`src/rtl/bhr_pkg.sv`:
```
package bhr_pkg;
  typedef enum logic [1:0] {
    SPEC_HOLD    = 2'd0,
    SPEC_SHIFT   = 2'd1,
    SPEC_RESTORE = 2'd2,
    SPEC_RELOAD  = 2'd3
  } spec_src_e;
endpackage

```
`src/rtl/bhr_ckpt_store.sv`:
```
module bhr_ckpt_store #(
  parameter int HIST_W  = 12,
  parameter int NUM_IDS = 16,
  localparam int ID_W = $clog2(NUM_IDS)
) (
  input  logic              clk,
  input  logic              rst_n,
  input  logic              wr_en,
  input  logic [ID_W-1:0]   wr_id,
  input  logic [HIST_W-1:0] wr_data,
  input  logic [ID_W-1:0]   rd_id,
  output logic [HIST_W-1:0] rd_data
);
  logic [HIST_W-1:0] slot_q [NUM_IDS];

  for (genvar g = 0; g < NUM_IDS; g++) begin : g_slot
    logic [HIST_W-1:0] snap_q;
    always_ff @(posedge clk) begin
      if (!rst_n)                                  snap_q <= '0;
      else if (wr_en && wr_id == ID_W'(g))         snap_q <= wr_data;
    end
    assign slot_q[g] = snap_q;
  end

  assign rd_data = slot_q[rd_id];
endmodule

```
`src/rtl/bhr_spec_ctrl.sv`:
```
module bhr_spec_ctrl
  import bhr_pkg::*;
(
  input  logic      pred_valid,
  input  logic      misp_valid,
  input  logic      flush,
  output logic      pred_ready,
  output logic      pred_fire,
  output spec_src_e spec_src
);
  always_comb begin
    pred_ready = !(misp_valid || flush);
    pred_fire  = pred_valid && pred_ready;
    if (flush)          spec_src = SPEC_RELOAD;
    else if (misp_valid) spec_src = SPEC_RESTORE;
    else if (pred_fire)  spec_src = SPEC_SHIFT;
    else                 spec_src = SPEC_HOLD;
  end
endmodule

```
`src/rtl/bhr_hist_reg.sv`:
```
module bhr_hist_reg
  import bhr_pkg::*;
#(
  parameter int HIST_W = 12
) (
  input  logic              clk,
  input  logic              rst_n,
  input  spec_src_e         src,
  input  logic              shift_bit,
  input  logic [HIST_W-1:0] restore_base,
  input  logic              restore_bit,
  input  logic [HIST_W-1:0] reload_val,
  output logic [HIST_W-1:0] hist_q
);
  logic [HIST_W-1:0] hist_d;

  always_comb begin
    unique case (src)
      SPEC_SHIFT:   hist_d = {hist_q[HIST_W-2:0], shift_bit};
      SPEC_RESTORE: hist_d = {restore_base[HIST_W-2:0], restore_bit};
      SPEC_RELOAD:  hist_d = reload_val;
      default:      hist_d = hist_q;
    endcase
  end

  always_ff @(posedge clk) begin
    if (!rst_n) hist_q <= '0;
    else        hist_q <= hist_d;
  end
endmodule

```
`src/rtl/bhr_ret_reg.sv`:
```
module bhr_ret_reg #(
  parameter int HIST_W = 12
) (
  input  logic              clk,
  input  logic              rst_n,
  input  logic              commit_valid,
  input  logic              commit_taken,
  output logic [HIST_W-1:0] hist_q,
  output logic [HIST_W-1:0] hist_d
);
  assign hist_d = commit_valid ? {hist_q[HIST_W-2:0], commit_taken} : hist_q;

  always_ff @(posedge clk) begin
    if (!rst_n) hist_q <= '0;
    else        hist_q <= hist_d;
  end
endmodule

```
`src/rtl/spec_hist_ckpt.sv`:
```
module spec_hist_ckpt
  import bhr_pkg::*;
#(
  parameter int HIST_W  = 12,
  parameter int NUM_IDS = 16,
  localparam int ID_W = $clog2(NUM_IDS)
) (
  input  logic              clk,
  input  logic              rst_n,
  input  logic              pred_valid,
  output logic              pred_ready,
  input  logic [ID_W-1:0]   pred_id,
  input  logic              pred_taken,
  input  logic              misp_valid,
  input  logic [ID_W-1:0]   misp_id,
  input  logic              misp_taken,
  input  logic              commit_valid,
  input  logic              commit_taken,
  input  logic              flush,
  output logic [HIST_W-1:0] spec_hist,
  output logic [HIST_W-1:0] ret_hist
);
  logic              pred_fire;
  spec_src_e         spec_src;
  logic [HIST_W-1:0] ckpt_rd;
  logic [HIST_W-1:0] ret_next;

  bhr_spec_ctrl u_ctrl (
    .pred_valid (pred_valid),
    .misp_valid (misp_valid),
    .flush      (flush),
    .pred_ready (pred_ready),
    .pred_fire  (pred_fire),
    .spec_src   (spec_src)
  );

  bhr_ckpt_store #(.HIST_W(HIST_W), .NUM_IDS(NUM_IDS)) u_ckpt (
    .clk     (clk),
    .rst_n   (rst_n),
    .wr_en   (pred_fire),
    .wr_id   (pred_id),
    .wr_data (spec_hist),
    .rd_id   (misp_id),
    .rd_data (ckpt_rd)
  );

  bhr_ret_reg #(.HIST_W(HIST_W)) u_ret (
    .clk          (clk),
    .rst_n        (rst_n),
    .commit_valid (commit_valid),
    .commit_taken (commit_taken),
    .hist_q       (ret_hist),
    .hist_d       (ret_next)
  );

  bhr_hist_reg #(.HIST_W(HIST_W)) u_spec (
    .clk          (clk),
    .rst_n        (rst_n),
    .src          (spec_src),
    .shift_bit    (pred_taken),
    .restore_base (ckpt_rd),
    .restore_bit  (misp_taken),
    .reload_val   (ret_next),
    .hist_q       (spec_hist)
  );
endmodule

```
`config.mk`:
```
export PLATFORM = sky130hd
export DESIGN_NAME = spec_hist_ckpt
export DESIGN_NICKNAME = d
export VERILOG_FILES = /design/src/rtl/bhr_pkg.sv /design/src/rtl/bhr_ckpt_store.sv /design/src/rtl/bhr_spec_ctrl.sv /design/src/rtl/bhr_hist_reg.sv /design/src/rtl/bhr_ret_reg.sv /design/src/rtl/spec_hist_ckpt.sv
export SDC_FILE = /design/constraint.sdc
export NUM_CORES = 1
export LEC_CHECK = 0
export BUFFER_PORTS_ARGS = -buffer_cell sky130_fd_sc_hd__buf_2
export CAP_MARGIN = 20
export CORE_MARGIN = 4
export CORE_UTILIZATION = 36
export CTS_CLUSTER_DIAMETER = 100
export DETAILED_ROUTE_END_ITERATION = 8
export SYNTH_ARGS = -nofsm -noshare
export SYNTH_HDL_FRONTEND = slang
export SYNTH_SLANG_ARGS = --single-unit
```
`constraint.sdc`:
```
create_clock -name clk -period 2 [get_ports clk]
set_input_delay 0.1 -clock clk [delete_from_list [all_inputs] [get_ports clk]]
set_output_delay 0.1 -clock clk [all_outputs]
set_load 0.005 [all_outputs]
```
# After elaboration in Yosys (flattened, before gate mapping)
# Cells that the tools add are included.
# op_classes
order_cmp,1
n_mux,8
bitwise,1
reduce_logical,21
n_eq_ne,18
# ops
operator,n
$bmux 12 s4,1
$pmux 12 s3,1
$eq 4x4->1 const B,8
$mux 11,2
$logic_and 1x1->1,17
$eq 4x3->1 const B,4
$mux 12,1
$eq 4x2->1 const B,2
$ge 5x5->1 const B,1
$not 4->5,1
$eq 2x2->1 const B,2
$eq 4x1->1 const B,1
$logic_not 4->1,1
$mux 2,2
$reduce_bool 3->1,1
$eq 2x1->1 const B,1
$logic_not 1->1,1
$logic_or 1x1->1,1
$mux 1,1
# totals
reg_bits,216
wordCells,67

# Logic depth before layout (Yosys ltp)
# Gate-level depths: netlist of the first run.
# logic_depth
word_depth,8
ltp_mapped,8
mapped_depth_nobuf,5

# Cells and area by module
# A second synthesis of the first run with hierarchy kept.
# hier_totals
hier_cells,1109
area_unflattened_um2,10503.8
# by_module_without_submodules
mod,seq_area_each_um2,cells_per_inst,instances,area_per_inst_um2
bhr_ckpt_store,3843.7,1011,1,9346.5
bhr_hist_reg,240.2,55,1,620.6
bhr_ret_reg,240.2,38,1,505.5
bhr_spec_ctrl,0.0,5,1,31.3

# Worst setup path after synthesis of the first run
# Ideal clock, no wire load.
# synth_path
path_type,input port to flip-flop
start,in misp_id[0]
end,reg u_spec.hist_q[4]
arrival_time_ps,1315
cell_stages,6
slack_ps,566
setup_time_ps,119
path_cell_list,buf_4 -> buf_2 -> mux2_1 -> o2111ai_1 -> o311ai_0 -> o221a_1
# synth_via
elab_chain_cells,5
# synth_rtl
element,line,source
start: declaration,spec_hist_ckpt.sv:15,"input logic [ID_W-1:0] misp_id,"
$not 4->5 (implied by the code),bhr_ckpt_store.sv:25,assign rd_data = slot_q[rd_id];
$bmux 12 s4,bhr_ckpt_store.sv:25,
$mux 11 (implied by the code) (2 in series),bhr_ckpt_store.sv:25,
$pmux 12 s3,bhr_hist_reg.sv:18,unique case (src)
end signal: assignment,bhr_hist_reg.sv:28,else hist_q <= hist_d;
end: declaration,bhr_hist_reg.sv:13,output logic [HIST_W-1:0] hist_q
# Every way passes these cells. The select of a mux whose other input is x is not followed.
# A chain may end at the register's enable or synchronous reset.

# Final worst setup path of the first run
# layout_path
start,reg u_spec.hist_q[9]
end,out spec_hist[9]
# layout_lines
element,line,source
end: declaration,spec_hist_ckpt.sv:20,"output logic [HIST_W-1:0] spec_hist,"
# No word-level cell between the ends.

==> results of run 1 <==
## cell usage in the layout, fill, tap and decap left out, types with 16 or more instances in the layout
cell type / n
dfxtp_1: 200
mux2i_1: 132
nand2_1: 123
nor2b_1: 104
nand3_1: 67
a21boi_0: 62
buf_4: 47
o21ai_0: 44
buf_2: 39
a21boi_1: 37
clkbuf_16: 17
a22oi_1: 16
## path summary, 6_finish.rpt
check | startpoint | endpoint | slack, ns | cells past startpoint
worst max-delay path | u_spec.hist_q[9] | spec_hist[9] | 0.39 | 2
worst min-delay path | misp_taken | u_spec.hist_q[0] | 0.05 | 3
worst max register to register | u_ckpt.g_slot[7].snap_q[3] | u_spec.hist_q[4] | 0.44 | 4
worst min register to register | u_ckpt.g_slot[6].snap_q[0] | u_ckpt.g_slot[6].snap_q[0] | 0.45 | 2
## cell families after synthesis
kind of cell / after synthesis / share of synthesized area, %
flops: 200 / 42.0
buf+inv: 118 / 5.86
mux: 160 / 18.4
compound gates: 217 / 16.4
simple gates: 323 / 17.4
## final cells by class
class	count	area (um2)	share of cell area, %
Tap cell	335	419	3.90
Timing Repair Buffer	96	738	6.87
Multi-Input combinational cell	700	4980	46.4
Sequential cell	200	4000	37.3
Clock inverter	15	155	1.44
Clock buffer	17	425	3.96
Inverter	6	22.5	0.210
## flip-flops by register name, indices dropped and copies added, names as in the netlist
signal / cells
u_ckpt.g_slot.snap_q: 176
u_ret.hist_q: 12
u_spec.hist_q: 12
## power groups by stage
stage	Sequential, mW	Combinational (mW)	Clock [mW]
after floorplan	4.11	0.423	0
after global placement	4.13	0.665	0
after detailed placement	4.13	0.665	0
after CTS	4.03	0.668	3.46
after global routing	4.04	0.713	3.63
final	4.03	0.670	3.40
## per-stage QoR
stage,total power [mW],util [%]
3_5_place_dp,4.79,39.0
3_3_place_gp,4.79,39.0
5_1_grt,8.38,41.2
6_report,8.11,41.2
4_1_cts,8.16,41.2
2_1_floorplan,4.53,-
## critical path, stage by stage, from the launching register on
cell     delay (ns)
dfxtp_1        0.62
buf_4          0.31
buf_2          0.15
## routing by layer
| metal | GRT usage (%) | vias to the layer above | share of wire [%] |
|---|---|---|---|
| met4 | 5.13 | 2 | 1.8 |
| met1 | 28.2 | 3628 | 50 |
| li1 | - | 3560 | - |
| met3 | 3.86 | 33 | 6.3 |
| met5 | 0 | - | 0.026 |
| met2 | 27.5 | 216 | 42 |
## repair_timing
| item | 4_1_cts | 5_1_grt |
|---|---|---|
| buffers inserted | 0 | 0 |
| hold endpoints to repair | 1 | 0 |
| hold buffers | 1 | 0 |
==> results.rst, run 1 <==
.. list-table::
   :header-rows: 1

   * - Metric
     - Value
   * - Final antenna diode count
     - 0
   * - Critical path data arrival time
     - 1.51 ns
   * - Filler-free cell count of the finished design
     - 1369
   * - Maximum level of the CTS H-tree
     - 4
   * - Finished layout cell area
     - 10700 um2
   * - Area of the die
     - a little under 30000 um2
   * - Max rail drop VDD
     - around 0.0006 V
   * - Fin Clk Skew
     - around 0.012 ns
   * - Pin count of the biggest net entering global routing
     - approximately 120
   * - Dpl ws
     - 0.232 ns
   * - CTS root buf
     - clkbuf_16
   * - Logic gate share of total power
     - roughly 8.3%
   * - Initial cell density of the core
     - 36.6%
   * - Placer congestion estimate
     - 0.916
   * - Final routed wire length divided by cell count
     - approximately 20 um
   * - HP Class
     - in -> reg
   * - Max Fanout on Critical Path
     - 10
   * - Share of async-settable or async-resettable flops after synthesis
     - 0%
   * - Worst setup path category
     - reg -> out
   * - Area growth from synthesis to layout
     - 12.6%
   * - Number of CTS-inserted buffers
     - 17
   * - Leakage power of the design
     - 3.82 nW
   * - First-pass GRT wire length
     - 42500 um
   * - Clock slew seen by the registers of the worst setup and hold paths
     - about 0.08 ns
   * - Kind of capture point of the worst setup path
     - primary output
   * - Critical Path RT
     - ~1.9 ns
   * - Number of enable-type register cells in the synthesized netlist
     - 0
   * - Smallest hold slack
     - roughly 0.049 ns
   * - Net Sw Frac
     - a little over a quarter
   * - Synth top area share
     - 42.0%
   * - Crit share post-route
     - between 80% and 90%
   * - Number of nets with antenna violations after routing
     - 0
   * - Synthesis Warnings
     - 0
   * - Most frequent cells after synthesis
     - dfxtp_1, mux2i_1, nand2_1, nor2b_1
   * - Flop pwr share
     - about half
   * - Max-cap violation count
     - 0
   * - Final critical delay including setup and external delays
     - ~1.6 ns
   * - Power per unit of standard cell area
     - about 750 nW/um2
   * - Most frequent cell after synthesis
     - dfxtp_1
   * - Proportion of layout cells with a drive suffix above 1
     - 15.6%
   * - Internal power summed over all cells
     - 5.92 mW
   * - Result of the run
     - finished, final reports clean
   * - Final WL
     - roughly 27000 um
   * - Unrepaired setup endpoints after global routing
     - false
   * - Share of synthesized area occupied by flip-flops and latches
     - around two fifths
   * - Number of setup violations in the final report
     - 0
   * - CTS tree
     - done
   * - Maximum number of buffers from clock root to sink
     - 2
   * - Number of antenna violations at the first check in global routing
     - 1
   * - Detailed-routing iteration count for the pre-antenna-repair pass
     - 8
   * - Slew at the pin with the worst max-slew slack
     - 0.535 ns
   * - Number of nets in the layout
     - slightly above 1000
   * - Number of instances in the placed design
     - roughly 1300
   * - Reported net switching power
     - ~2.2 mW
   * - Slew headroom
     - 63.9%
   * - Global router's overall resource usage
     - around a fifth
   * - Die Ht
     - 171 um
   * - Number of global-route vias before repair
     - 6916
   * - Final critical-path setup slack
     - 0.389 ns
   * - Kind of launch point of the worst setup path
     - flop
   * - Number of placement rows
     - 59
   * - Core region area
     - ~26000 um2
   * - Detailed-route vias per instance
     - about 5.4
   * - Most area-hungry cell type in the Yosys netlist
     - dfxtp_1
   * - Synthesized flop and latch total
     - 200
   * - Highest Clock Rate
     - 0.621 GHz
   * - Flip-flop cell with the highest count after synthesis
     - dfxtp_1
   * - Final hold violation count
     - 0
   * - Post-route setup TNS
     - 0 ns
   * - Ports
     - 42
   * - Total DRC errors in the routed layout
     - 0
   * - Sink count of the clock tree
     - 200
   * - Synthesized Nets
     - 1035
   * - Post-CTS sizing
     - 0
   * - Overflow after GRT
     - 0
   * - Vias after detailed routing
     - 7439
   * - Area post-placement
     - around 10000 um2
   * - Number of buffers inserted by port buffering
     - 41
   * - Detailed-placement wirelength estimate
     - 18000 um
   * - Fillers
     - ~2500
   * - Count of unique library cells instantiated by Yosys
     - 42
   * - Ranking of synthesized cells by area
     - dfxtp_1, mux2i_1, nor2b_1
   * - Cell area after technology mapping
     - around 9500 um2
   * - Max-slew violation total from the final report
     - 0
   * - Clock share of power
     - a little over two fifths
   * - Average cell area after synthesis
     - about 9.4 um2
   * - Cell count after synthesis
     - 1018
   * - Starting DRC count in detailed routing
     - 808
   * - Width of the die
     - about 170 um
   * - Clock latency on the worst-skew pair
     - around 0.45 ns
Power figures use the tool's default switching activity.
==> run 2: changes to the inputs <==
--- a/config.mk
+++ b/config.mk
@@ -5,6 +5,7 @@
 export SDC_FILE = /design/constraint.sdc
 export NUM_CORES = 1
 export LEC_CHECK = 0
+export ABC_AREA = 1
 export BUFFER_PORTS_ARGS = -buffer_cell sky130_fd_sc_hd__buf_2
 export CAP_MARGIN = 20
 export CORE_MARGIN = 4
==> constraint.sdc (replaced) <==
create_clock -name clk -period 1.5 [get_ports clk]
set_input_delay 0.075 -clock clk [delete_from_list [all_inputs] [get_ports clk]]
set_output_delay 0.075 -clock clk [all_outputs]
set_load 0.005 [all_outputs]
==> results.rst, run 2 <==
.. list-table::
   :header-rows: 1

   * - Metric
     - Value
   * - Cell area after technology mapping
     - 9140 um2 (was 9540 um2)
   * - Number of nets with antenna violations after routing
     - 0 (unchanged)
   * - Final critical delay including setup and external delays
     - between 1 and 1.5 ns
   * - Final WL
     - 25800 um (was 27400 um)
   * - Die Ht
     - 167 um (was 171 um)
   * - Total DRC errors in the routed layout
     - 0 (unchanged)
   * - Highest Clock Rate
     - 0.742 GHz
   * - Clock latency on the worst-skew pair
     - 0.44 ns (was 0.45 ns)
   * - Fraction of the mapped netlist area in compound gates
     - 21.7% (was 16.4%)
   * - Post-CTS sizing
     - 0 (unchanged)
   * - Mux cell area share after synthesis
     - 0% (was 18.4%)
   * - Detailed-routing iteration count for the pre-antenna-repair pass
     - 5 (was 8)
   * - Post-Synth Adder-Cell Area
     - 0% (unchanged)
   * - Kind of cell with the highest combined delay on the critical path
     - flip-flops (unchanged)
   * - Starting DRC count in detailed routing
     - 676 (was 808)
   * - Max Fanout on Critical Path
     - 7 (was 10)
   * - CTS root buf
     - clkbuf_16 (unchanged)
   * - Detailed-placement wirelength estimate
     - 16700 um (was 18000 um)
   * - Flip-flop count of the largest register after layout
     - 176 (unchanged)
   * - Most frequent cells after synthesis
     - nand2_1, dfxtp_1, inv_1, o21ai_0, a21oi_1 (was dfxtp_1, mux2i_1, nand2_1, nor2b_1)
   * - Share of async-settable or async-resettable flops after synthesis
     - 0% (unchanged)
   * - Initial cell density of the core
     - 36.4% (was 36.6%)
   * - Core region area
     - 25100 um2 (was 26100 um2)
   * - Proportion of layout cells with a drive suffix above 1
     - 10.8% (was 15.6%)
   * - Area of the die
     - 28000 um2 (was 29200 um2)
   * - Most common cell after layout, fill and taps aside
     - nand2_1 (was dfxtp_1)
   * - Area of the multi-input gates
     - 3930 um2 (was 4980 um2)
   * - Cell count after synthesis
     - 1352 (was 1018)
   * - Number of CTS-inserted buffers
     - 17 (unchanged)
   * - Final routed wire length divided by cell count
     - 15.1 um (was 20.0 um)
   * - Max rail drop VDD
     - 0.000802 V (was 0.000609 V)
   * - First-pass GRT wire length
     - 42500 um (about the same)
   * - Critical Path RT
     - 1.42 ns (was 1.90 ns)
   * - Width of the die
     - 167 um (was 171 um)
   * - Fillers
     - 2651 (was 2549)
   * - Most area-hungry cell type in the Yosys netlist
     - dfxtp_1 (unchanged)
   * - Synth top area share
     - 43.8% (was 42.0%)
   * - Fin Clk Skew
     - 0.0109 ns (was 0.0120 ns)
   * - Count of unique library cells instantiated by Yosys
     - 22 (was 42)
   * - Placer congestion estimate
     - 0.804 (was 0.916)
   * - Number of buffers inserted by port buffering
     - 41 (unchanged)
   * - Final hold violation count
     - 0 (unchanged)
   * - Number of nets in the layout
     - 1388 (was 1038)
   * - Area fraction in and, or, nand and nor cells after synthesis
     - 21.3% (was 17.4%)
   * - Synthesized Nets
     - 1369 (was 1035)
   * - Unrepaired setup endpoints after global routing
     - false (unchanged)
   * - Worst setup path category
     - reg -> out (unchanged)
   * - Leakage power of the design
     - 4.40 nW (was 3.82 nW)
   * - Biggest regs
     - u_ckpt.g_slot.snap_q (176), u_ret.hist_q (12), u_spec.hist_q (12) (unchanged)
   * - Critical path buffer and inverter count
     - 2 (unchanged)
   * - Dominant combinational cell family by area after synthesis
     - compound AO/OA/AOI/OAI gates (was multiplexers)
   * - Ports
     - 42 (unchanged)
   * - Power per unit of standard cell area
     - 1040 nW/um2 (was 755 nW/um2)
   * - Register Area
     - 4000 um2 (unchanged)
   * - Slew at the pin with the worst max-slew slack
     - 0.488 ns (was 0.535 ns)
   * - Smallest hold slack
     - 0.114 ns (was 0.0485 ns)
   * - Number of enable-type register cells in the synthesized netlist
     - 0 (unchanged)
   * - Average cell area after synthesis
     - 6.76 um2 (was 9.38 um2)
   * - Max-cap violation count
     - 0 (unchanged)
   * - Pin count of the biggest net entering global routing
     - 42 (was 124)
   * - Number of placement rows
     - 58 (was 59)
   * - Kind of capture point of the worst setup path
     - primary output (unchanged)
   * - Ranking of synthesized cells by area
     - dfxtp_1, o21ai_0, a21oi_1 (was dfxtp_1, mux2i_1, nor2b_1)
   * - Max-slew violation total from the final report
     - 0 (unchanged)
   * - Kind of launch point of the worst setup path
     - flop (unchanged)
   * - Number of setup violations in the final report
     - 0 (unchanged)
   * - Slew headroom
     - 67.4% (was 63.9%)
   * - Max incr delay on CP
     - 0.50 ns (was 0.62 ns)
   * - Post-route setup TNS
     - 0 ns (unchanged)
   * - Flip-flop cell with the highest count after synthesis
     - dfxtp_1 (unchanged)
   * - Final antenna diode count
     - 0 (unchanged)
   * - Synthesized flop and latch total
     - 200 (unchanged)
   * - Result of the run
     - finished, final reports clean (unchanged)
   * - Detailed-route vias per instance
     - 4.97 (was 5.43)
   * - Most frequent cell after synthesis
     - nand2_1 (was dfxtp_1)
   * - Crit share post-route
     - around 90%
   * - Vias after detailed routing
     - 8506 (was 7439)
   * - CTS tree
     - done (unchanged)
   * - Sink count of the clock tree
     - 200 (unchanged)
   * - Critical path data arrival time
     - 1.27 ns (was 1.51 ns)
   * - Biggest register
     - u_ckpt.g_slot.snap_q (unchanged)
   * - Area growth from synthesis to layout
     - 16.4% (was 12.6%)
   * - HP Class
     - in -> reg (unchanged)
   * - Crit path cell chain
     - buf_4 > buf_2 (unchanged)
   * - Number of global-route vias before repair
     - 7932 (was 6916)
   * - Synth Area in XOR/XNOR
     - 0% (unchanged)
   * - Most frequent cells in the layout
     - nand2_1, dfxtp_1, inv_1 (was dfxtp_1, mux2i_1, nand2_1)
   * - Maximum level of the CTS H-tree
     - 4 (unchanged)
   * - Slowest stage cell on the critical path
     - dfxtp_1 (unchanged)
   * - Maximum number of buffers from clock root to sink
     - 2 (unchanged)
   * - Overflow after GRT
     - 0 (unchanged)
   * - Synthesis Warnings
     - 0 (unchanged)
   * - Number of antenna violations at the first check in global routing
     - 0 (was 1)
   * - Clock slew seen by the registers of the worst setup and hold paths
     - 0.07 ns (was 0.08 ns)
   * - Global router's overall resource usage
     - 18.6% (was 18.8%)
   * - Share of synthesized area occupied by flip-flops and latches
     - 43.8% (was 42.0%)
[run 2: cell count changes in the layout (fill, tap and decap cells not counted), sizes merged, moves of 11 or more]
cell    before  now
mux2i      132    0
nor2b      104    0
a21oi       11  179
a22oi       16    0
nand2      123  227
a21boi      99    0
o21ai       44  199
nor2         9   74
mux2        17    0
nand3       68  146
inv         14  207
mux4        11    0
[run 2: path summary, 6_finish.rpt]
| check | from | end | slack, ns | depth (start not counted) |
|---|---|---|---|---|
| max | u_spec.hist_q[5] | spec_hist[5] | 0.15 | 2 |
| min reg2reg | u_ckpt.g_slot[12].snap_q[2] | u_ckpt.g_slot[12].snap_q[2] | 0.45 | 2 |
| max reg2reg | u_ckpt.g_slot[5].snap_q[5] | u_spec.hist_q[6] | 0.32 | 8 |
| min | misp_valid | u_spec.hist_q[0] | 0.11 | 4 |
[run 2: layout make-up]
cell class / count / area share, %
sequential: 200 / 37.6
tap: 330 / 3.88
timing repair buffer: 105 / 9.03
clock buffer: 18 / 4.13
inverter: 205 / 7.23
clock inverter: 13 / 1.13
multi-input combinational: 842 / 36.9
[run 2: kinds of logic after synthesis]
kind of cell,count (synthesis)
DFF,200
and+or+nand+nor,452
AOI/OAI and AO/OA,390
buffers and inverters,310
[run 2: metal layers]
metal / routed length, um / vias up / track usage [%]
met5: 0 / - / 0
met4: 622 / 0 / 6.07
met3: 1110 / 39 / 2.38
met2: 11600 / 196 / 29.4
met1: 12500 / 3896 / 26.3
li1: - / 4375 / -
[run 2: stage by stage]
step / util (%) / cells / power [mW] / setup WS, ns / cell area, um2
after detailed placement: 40.0 / 1679 / 6.77 / 0.0858 / 10000
after global routing: 42.4 / 1713 / 11.5 / 0.0994 / 10600
after CTS: 42.4 / 1713 / 11.2 / 0.156 / 10600
after global placement: 40.0 / 1679 / 6.76 / 0.108 / 10000
after floorplan: - / 1352 / 6.27 / 0.405 / 9140
final: 42.4 / 1713 / 11.1 / 0.153 / 10600
[run 2: what timing repair did]
| action | CTS | global route |
|---|---|---|
| hold buffers | 3 | 0 |
| hold endpoints to repair | 2 | 0 |
| setup buffers | 0 | 0 |
[run 2: tightest hold or removal path, delay by kind of cell]
family          cells  cell delay [ns]
buf+inv             1             0.11
compound gates      1             0.09
simple gates        2             0.22
[run 2: power by group]
group          internal, mW  total [mW]  leakage [nW]  switching (mW)
combinational         0.433        1.22          2.52           0.789
sequential             5.38        5.44          1.62          0.0539
clock                  2.34        4.42         0.257            2.08
total                  8.15        11.1          4.40            2.92
==> run 3: changes to the inputs <==
--- a/config.mk
+++ b/config.mk
@@ -5,13 +5,13 @@
 export SDC_FILE = /design/constraint.sdc
 export NUM_CORES = 1
 export LEC_CHECK = 0
-export ABC_AREA = 1
 export BUFFER_PORTS_ARGS = -buffer_cell sky130_fd_sc_hd__buf_2
 export CAP_MARGIN = 20
 export CORE_MARGIN = 4
 export CORE_UTILIZATION = 36
 export CTS_CLUSTER_DIAMETER = 100
 export DETAILED_ROUTE_END_ITERATION = 8
+export RECOVER_POWER = 50
 export SYNTH_ARGS = -nofsm -noshare
 export SYNTH_HDL_FRONTEND = slang
 export SYNTH_SLANG_ARGS = --single-unit
==> results.rst, run 3 (synthesis gave the netlist of run 1 again) <==
.. list-table::
   :header-rows: 1

   * - Metric
     - Value
   * - CTS tree
     - done (unchanged)
   * - Dpl ws
     - -0.303 ns (was 0.0858 ns)
   * - Detailed-placement wirelength estimate
     - 18300 um (was 16700 um)
   * - Number of global-route vias before repair
     - 7063 (was 7932)
   * - Die Ht
     - 171 um (was 167 um)
   * - Number of antenna violations at the first check in global routing
     - 0 (unchanged)
   * - Overflow after GRT
     - 0 (unchanged)
   * - Kind of capture point of the worst setup path
     - flop (was primary output)
   * - Starting DRC count in detailed routing
     - 657 (was 676)
   * - Vias after detailed routing
     - 7507 (was 8506)
   * - Critical Path RT
     - 1.83 ns (was 1.42 ns)
   * - Max-slew violation total from the final report
     - 0 (unchanged)
   * - Area growth from synthesis to layout
     - 15.3% (was 16.4%)
   * - Proportion of layout cells with a drive suffix above 1
     - 17.4% (was 10.8%)
   * - Clock slew seen by the registers of the worst setup and hold paths
     - 0.08 ns (was 0.07 ns)
   * - Number of buffers inserted by port buffering
     - 41 (unchanged)
   * - Detailed-routing iteration count for the pre-antenna-repair pass
     - 5 (unchanged)
   * - Maximum number of buffers from clock root to sink
     - 2 (unchanged)
   * - Clock latency on the worst-skew pair
     - 0.44 ns (about the same)
   * - Slew headroom
     - 63.2% (was 67.4%)
   * - Width of the die
     - 171 um (was 167 um)
   * - Post-CTS Repair Setup Buffers
     - 0 (unchanged)
   * - Highest Clock Rate
     - 0.689 GHz (was 0.742 GHz)
   * - Final WL
     - 26900 um (was 25800 um)
   * - Biggest regs
     - u_ckpt.g_slot.snap_q (176), u_ret.hist_q (12), u_spec.hist_q (12) (unchanged)
   * - Placer congestion estimate
     - 0.869 (was 0.804)
   * - Max rail drop VDD
     - 0.000781 V (was 0.000802 V)
   * - Critical path data arrival time
     - 1.78 ns (was 1.27 ns)
   * - Number of placement rows
     - 59 (was 58)
   * - Final routed wire length divided by cell count
     - 19.1 um (was 15.1 um)
   * - Maximum level of the CTS H-tree
     - 4 (unchanged)
   * - Final critical-path setup slack
     - 0.0484 ns (was 0.153 ns)
   * - Final antenna diode count
     - 0 (unchanged)
   * - Unrepaired setup endpoints after global routing
     - false (unchanged)
   * - HP Class
     - in -> reg (unchanged)
   * - Result of the run
     - finished, final reports clean (unchanged)
   * - Core region area
     - 26100 um2 (was 25100 um2)
   * - Biggest register
     - u_ckpt.g_slot.snap_q (unchanged)
   * - Max-cap violation count
     - 0 (unchanged)
   * - Final critical delay including setup and external delays
     - 1.45 ns (was 1.35 ns)
   * - Slew at the pin with the worst max-slew slack
     - 0.552 ns (was 0.488 ns)
   * - Crit share post-route
     - 96.8% (was 89.8%)
   * - Fin Clk Skew
     - 0.0131 ns (was 0.0109 ns)
   * - Most common cell after layout, fill and taps aside
     - dfxtp_1 (was nand2_1)
   * - Area of the die
     - 29200 um2 (was 28000 um2)
   * - Flop2flop setup slack
     - 0.05 ns (was 0.32 ns)
   * - Worst setup path category
     - reg -> reg (was reg -> out)
   * - Kind of launch point of the worst setup path
     - flop (unchanged)
   * - Final hold violation count
     - 0 (unchanged)
   * - Number of nets with antenna violations after routing
     - 0 (unchanged)
   * - Leakage power of the design
     - 3.93 nW (was 4.40 nW)
   * - Power per unit of standard cell area
     - 991 nW/um2 (was 1040 nW/um2)
   * - Global router's overall resource usage
     - 18.4% (was 18.6%)
   * - First-pass GRT wire length
     - 42000 um (was 42500 um)
   * - Tot Pwr
     - 10.9 mW (was 11.1 mW)
   * - CTS root buf
     - clkbuf_16 (unchanged)
   * - Most frequent cells in the layout
     - dfxtp_1, mux2i_1, nand2_1 (was nand2_1, dfxtp_1, inv_1)
   * - Max Fanout on Critical Path
     - 2 (was 7)
   * - Number of nets in the layout
     - 1074 (was 1388)
   * - Flip-flop count of the largest register after layout
     - 176 (unchanged)
   * - Sink count of the clock tree
     - 200 (unchanged)
   * - Number of CTS-inserted buffers
     - 17 (unchanged)
   * - Pin count of the biggest net entering global routing
     - 46 (was 42)
   * - Detailed-route vias per instance
     - 5.34 (was 4.97)
   * - Number of setup violations in the final report
     - 0 (unchanged)
   * - Ports
     - 42 (unchanged)
   * - Total DRC errors in the routed layout
     - 0 (unchanged)
   * - Initial cell density of the core
     - 36.6% (was 36.4%)
[run 3: what timing repair did]
| action | 4_1_cts | 5_1_grt |
|---|---|---|
| endpoints found under the hold margin | 1 | 0 |
| setup endpoints to repair | 2 | 4 |
| hold buffers | 1 | 0 |
| gates resized for setup | 3 | 5 |
[run 3: area by class of cell]
cell class	instances	area, um2
Fill cell	2557	15100
Multi-Input combinational cell	700	4990
Sequential cell	200	4000
Timing Repair Buffer	132	986
Clock buffer	18	439
Tap cell	335	419
Clock inverter	14	141
Inverter	6	22.5
[run 3: worst max-delay path, stage by stage, from the launching register on]
cell       delay, ns
dfxtp_1         0.33
mux4_2          0.51
nor2b_2         0.20
a2111oi_2       0.07
o221a_1         0.23
[run 3: routing by layer]
| metal | wire length [um] | part of all wire [%] | global-route usage, % |
|---|---|---|---|
| met1 | 13200 | 49 | 27.8 |
| met4 | 439 | 1.6 | 4.51 |
| met5 | 0 | 0 | 0 |
| met3 | 1480 | 5.5 | 3.54 |
| met2 | 11700 | 44 | 27.1 |
[run 3: power breakdown]
part | internal [mW] | switching (mW) | total, mW
Clock | 2.38 | 2.19 | 4.57
Combinational | 0.391 | 0.581 | 0.972
Sequential | 5.33 | 0.0280 | 5.36
[run 3: through the flow]
step	area, um2	utilization (%)	hold WS [ns]	setup TNS [ns]	cells
detailed placement	10500	40.3	0.392	-2.82	1372
finish	11000	42.2	0.0317	0	1405
floorplan	9540	-	0.177	0	1018
CTS	11100	42.6	0.00896	0	1405
global placement	10500	40.3	0.396	-1.49	1372
global route	11000	42.2	0.0801	0	1405
[run 3: worst paths after layout]
check | start | end | cells past startpoint
setup / recovery | u_ckpt.g_slot[7].snap_q[5] | u_spec.hist_q[6] | 4
hold / removal | misp_taken | u_spec.hist_q[0] | 3
setup reg to reg | u_ckpt.g_slot[7].snap_q[5] | u_spec.hist_q[6] | 4
hold reg to reg | u_ckpt.g_slot[2].snap_q[1] | u_ckpt.g_slot[2].snap_q[1] | 2
